`config.mk`:
```
export PLATFORM = sky130hd
export DESIGN_NAME = prot_fault_mgr
export DESIGN_NICKNAME = d
export VERILOG_FILES = /design/src/rtl/prot_fault_pkg.sv /design/src/rtl/prot_flag_filter.sv /design/src/rtl/prot_fault_policy.sv /design/src/rtl/prot_fault_mgr.sv
export SDC_FILE = /design/constraint.sdc
export NUM_CORES = 1
export LEC_CHECK = 0
export BUFFER_PORTS_ARGS = -buffer_cell sky130_fd_sc_hd__buf_2
export CAP_MARGIN = 20
export CORE_UTILIZATION = 42
export CTS_BUF_LIST = sky130_fd_sc_hd__clkbuf_4
export DETAILED_ROUTE_END_ITERATION = 6
export PLACE_DENSITY = 0.65
export RECOVER_POWER = 25
export SLEW_MARGIN = 10
export SYNTH_ARGS = -nofsm -noshare
export SYNTH_HDL_FRONTEND = slang
export SYNTH_SLANG_ARGS = --single-unit
```
`constraint.sdc`:
```
create_clock -name clk_i -period 1.2 [get_ports clk_i]
set_input_delay 0 -clock clk_i [delete_from_list [all_inputs] [get_ports clk_i]]
set_output_delay 0 -clock clk_i [all_outputs]
set_load 0.02 [all_outputs]
```
`src/rtl/prot_fault_pkg.sv`:
```
package prot_fault_pkg;
  localparam int NUM_FAULTS = 4;
  localparam int STATUS_W   = 8;
  // raw flag indices
  localparam int F_OC = 0;
  localparam int F_OT = 1;
  localparam int F_UV = 2;
  localparam int F_OV = 3;
  // status bit positions, decoded by the register file
  localparam int SB_OT = 7;
  localparam int SB_OV = 5;
  localparam int SB_UV = 4;
  localparam int SB_OC = 3;
endpackage

```
`src/rtl/prot_flag_filter.sv`:
```
module prot_flag_filter #(
  parameter int   SYNC_STAGES = 2,
  parameter int   FILT_LEN    = 4,
  parameter logic RST_VAL     = 1'b0
) (
  input  logic clk_i,
  input  logic rst_ni,
  input  logic raw_i,
  output logic flag_o
);
  localparam int CNT_W = $clog2(FILT_LEN + 1);

  logic [SYNC_STAGES-1:0] sync_q;
  logic [CNT_W-1:0]       cnt_q;
  logic                   flag_q;
  logic                   synced;

  always_ff @(posedge clk_i or negedge rst_ni) begin
    if (!rst_ni) sync_q <= {SYNC_STAGES{RST_VAL}};
    else         sync_q <= {sync_q[SYNC_STAGES-2:0], raw_i};
  end

  assign synced = sync_q[SYNC_STAGES-1];

  // output follows only after FILT_LEN consecutive differing samples
  always_ff @(posedge clk_i or negedge rst_ni) begin
    if (!rst_ni) begin
      cnt_q  <= '0;
      flag_q <= RST_VAL;
    end else if (synced == flag_q) begin
      cnt_q <= '0;
    end else if (cnt_q == CNT_W'(FILT_LEN - 1)) begin
      cnt_q  <= '0;
      flag_q <= synced;
    end else begin
      cnt_q <= cnt_q + 1'b1;
    end
  end

  assign flag_o = flag_q;
endmodule

```
`src/rtl/prot_fault_policy.sv`:
```
module prot_fault_policy
  import prot_fault_pkg::*;
(
  input  logic                  clk_i,
  input  logic                  rst_ni,
  input  logic [NUM_FAULTS-1:0] flt_i,
  input  logic                  clr_i,
  input  logic                  en_rise_i,
  output logic [STATUS_W-1:0]   status_o,
  output logic                  fault_o,
  output logic                  irq_no,
  output logic                  hiz_o,
  output logic                  reg_rst_o
);
  logic oc_lat_q, uv_d_q, sticky_q;
  logic any_f, oc_view;

  assign any_f   = |flt_i;
  assign oc_view = flt_i[F_OC] | oc_lat_q;

  always_ff @(posedge clk_i or negedge rst_ni) begin
    if (!rst_ni) begin
      oc_lat_q <= 1'b0;
      uv_d_q   <= 1'b0;
      sticky_q <= 1'b0;
    end else begin
      uv_d_q <= flt_i[F_UV];
      if (flt_i[F_OC])            oc_lat_q <= 1'b1;
      else if (clr_i | en_rise_i) oc_lat_q <= 1'b0;
      if (any_f)      sticky_q <= 1'b1;
      else if (clr_i) sticky_q <= 1'b0;
    end
  end

  always_comb begin
    status_o        = '0;
    status_o[SB_OT] = flt_i[F_OT];
    status_o[SB_OV] = flt_i[F_OV];
    status_o[SB_UV] = flt_i[F_UV];
    status_o[SB_OC] = oc_view;
  end

  assign fault_o   = sticky_q | any_f;
  assign irq_no    = ~(any_f | oc_lat_q);
  assign hiz_o     = any_f | oc_lat_q;
  assign reg_rst_o = flt_i[F_UV] & ~uv_d_q;
endmodule

```
`src/rtl/prot_fault_mgr.sv`:
```
module prot_fault_mgr
  import prot_fault_pkg::*;
#(
  parameter int SYNC_STAGES = 2,
  parameter int FILT_LEN    = 4
) (
  input  logic                  clk_i,
  input  logic                  rst_ni,
  input  logic [NUM_FAULTS-1:0] raw_flags_i,
  input  logic                  en_i,
  input  logic                  clr_i,
  output logic                  irq_no,
  output logic                  hiz_o,
  output logic                  reg_rst_o,
  output logic [STATUS_W-1:0]   status_o,
  output logic                  fault_o
);
  logic [NUM_FAULTS-1:0] flt;
  logic                  en_s, en_d_q, en_rise;

  for (genvar g = 0; g < NUM_FAULTS; g++) begin : g_flt
    prot_flag_filter #(
      .SYNC_STAGES(SYNC_STAGES),
      .FILT_LEN   (FILT_LEN),
      .RST_VAL    (1'b0)
    ) u_filt (
      .clk_i (clk_i),
      .rst_ni(rst_ni),
      .raw_i (raw_flags_i[g]),
      .flag_o(flt[g])
    );
  end

  // enable pin: synchronize only
  prot_flag_filter #(
    .SYNC_STAGES(SYNC_STAGES),
    .FILT_LEN   (1),
    .RST_VAL    (1'b1)
  ) u_en_sync (
    .clk_i (clk_i),
    .rst_ni(rst_ni),
    .raw_i (en_i),
    .flag_o(en_s)
  );

  always_ff @(posedge clk_i or negedge rst_ni) begin
    if (!rst_ni) en_d_q <= 1'b1;
    else         en_d_q <= en_s;
  end

  assign en_rise = en_s & ~en_d_q;

  prot_fault_policy u_policy (
    .clk_i    (clk_i),
    .rst_ni   (rst_ni),
    .flt_i    (flt),
    .clr_i    (clr_i),
    .en_rise_i(en_rise),
    .status_o (status_o),
    .fault_o  (fault_o),
    .irq_no   (irq_no),
    .hiz_o    (hiz_o),
    .reg_rst_o(reg_rst_o)
  );
endmodule

```
==> flow_summary.yaml <==
cells_and_area:
  finalNetCount: 123
  antenna_cells: 0
  layout_commonest_cell: "dfrtp_1"
  mostFrequentLayoutCells: "dfrtp_1, buf_2, buf_4, dlygate4sd3_1, clkbuf_4"
  drive_gt1_frac: 0.429
  utilization: 0.575
  syn_to_final_growth_pct: 26.0
power_and_ir_drop:
  p_per_area_nw_per_um2: 2140
  ir_drop_v: 0.00132
  leakagePower_nw: 0.683
clock_network:
  clk_pin_slew_ns: 0.08
  cts_tree: "done"
  clock_latency_ns: 0.32
  clkSinkCount: 31
  cts_htree_levels: 2
  cts_root_buf: "clkbuf_4"
  cts_made_buffers: 5
  cts_max_path_buffers: 2
route:
  drtPass1Iterations: 2
  wl_per_cell_um: 11.1
  vias: 645
  routed_wl_mm: 1.58
  drt_iter0_drc: 1
  drc: 0
  postRouteAntennaNets: 0
  avgViaCountPerCell: 4.54
sta:
  skew_ns: 0.00479
  setup_viol: 4
  fin_crit_ns: 1.37
  hold_viol_final: 0
  period_share: 1.14
  slew_headroom: 0.505
  worst_slack_ns: -0.173
  slew_violations: 0
  max_freq_mhz: 728
  grt_setup_unrepaired: "yes"
  setup-tns-final_ns: -0.406
  worstMarginPinSlew_ns: 0.742
die:
  core.rowCount: 18
  coreArea_um2: 2540
  fp.dieW_um: 54.6
  io_pins: 20
  dieArea_um2: 2980
  die_y_um: 54.6
  start_util: 0.456
global_routing:
  grt_start_max_net_pins: 32
  antenna_found_initial: 0
  grt_pass1_wl_mm: 2.64
  overflow: 0
  grt_pass1_vias: 651
  grtUsageTotal: 0.137
synthesis:
  seq_area_frac_synth: 0.672
  ys_warn_count: 0
  ys_ff_latch: 31
  avgSynthCellArea_um2: 14.5
  synth_cells: 80
  synth_area_um2: 1160
  yosysUniqueCellTypes: 20
status:
  violations: "negative setup slack"
  status: "finished with violations"
placement:
  place_ws_ns: -0.0208
  gp_congestion: 0.622
  hpwlAfterDp_mm: 1.02
  portBuffers: 15
critical_path:
  crit_required_ns: 1.20
  crit_type: "reg2out"
  start_kind: "register"
  cp_data_arrival_time_ns: 1.37
  end_kind: "output pin"
  cp_max_fo: 4
run:
  max_cap_viol_count: 0
hold_path:
  hold_class: "in2async"
==> repair_timing <==
item	4_1_cts	5_1_grt
gates resized for setup	8	9
buffers inserted	3	3
hold buffers	7	0
setup endpoints to repair	5	11
hold endpoints to repair	34	0
pin swaps	1	1
==> metal layers <==
metal  track usage  vias to the layer above  wire [µm]
met5             0                        -          0
met4         0.103                        0         39
met3        0.0583                        6         76
met2         0.209                       18        762
met1         0.150                      307        700
li1              -                      314          -
==> registers in the layout, indices dropped and copies added, names as in the netlist <==
signal	cells
u_en_sync.sync_q	2
g_flt.u_filt.sync_q	8
u_policy.uv_d_q	1
u_policy.oc_lat_q	1
en_d_q	1
u_policy.sticky_q	1
g_flt.u_filt.cnt_q	12
u_en_sync.flag_o	1
g_flt.u_filt.flag_o	4
==> stage by stage <==
stage	hold WS, ns	area (µm²)	power, W	instances
2_1_floorplan	-0.296	1170	0.00214	83
3_3_place_gp	0.0711	1240	0.00229	122
3_5_place_dp	0.0760	1240	0.00234	122
4_1_cts	0.264	1420	0.00309	140
5_1_grt	0.303	1460	0.00338	142
6_report	0.273	1460	0.00313	142
==> logic make-up after synthesis <==
family | Yosys count | share of synthesized area
buffers and inverters | 11 | 0.0614
adders and majority gates | 4 | 0.0431
muxes | 4 | 0.0388
and+or+nand+nor | 23 | 0.139
xor gates and xnor gates | 4 | 0.0302
DFF | 31 | 0.672
other | 1 | 0.00323
AOI/OAI and AO/OA | 2 | 0.0119
==> Yosys cell counts (all sizes together) <==
master   n  area, µm²
dfrtp   27        676
buf      8       60.1
nor2b    7       43.8
nor3b    6       55.1
dfstp    4        105
ha       4       50.1
mux2     4       45.0
nor3     4       20.0
xnor2    4       35.0
inv      2       7.51
nand2b   2       12.5
a31o     1       8.76
and2b    1       7.51
clkbuf   1       3.75
conb     1       3.75
nand2    1       3.75
nor4     1       12.5
o21ai    1       5.00
or2      1       6.26
==> final timing paths <==
kind	from	end	slack, ns	depth (start not counted)
max in group asynchronous	rst_ni	g_flt[0].u_filt.flag_o$_DFFE_PN0P_	0.42	2
worst max-delay path	g_flt[2].u_filt.flag_o$_DFFE_PN0P_	irq_no	-0.17	3
worst min register to register	g_flt[0].u_filt.sync_q[0]$_DFF_PN0_	g_flt[0].u_filt.sync_q[1]$_DFF_PN0_	0.35	0
worst max register to register	g_flt[3].u_filt.cnt_q[0]$_DFF_PN0_	g_flt[3].u_filt.flag_o$_DFFE_PN0P_	0.06	3
worst min-delay path	rst_ni	g_flt[1].u_filt.cnt_q[2]$_DFF_PN0_	0.27	2
min in group clk_i	raw_flags_i[1]	g_flt[1].u_filt.sync_q[0]$_DFF_PN0_	0.32	2
==> power breakdown <==
part | switching, W | internal (W) | leakage (nW)
Sequential | 0.000172 | 0.00129 | 0.374
Clock | 0.000316 | 0.000239 | 0.0307
Combinational | 0.000490 | 0.000625 | 0.278
Total | 0.000978 | 0.00215 | 0.683
==> worst max-delay path, cell delays in order, from the launching register on <==
cell and delay [ns]:
dfrtp_1 0.41, nor4_4 0.34, nor2b_1 0.17, buf_4 0.14
==> layout make-up <==
class                      count  area, µm²
tap                           30       37.5
timing repair buffer          30        220
clock inverter                 2       7.51
inverter                       2       7.51
sequential                    31        782
multi-input combinational     41        363
clock buffer                   6       45.0
fill                         221       1080
Note: power is estimated with default switching activity, not from simulation.
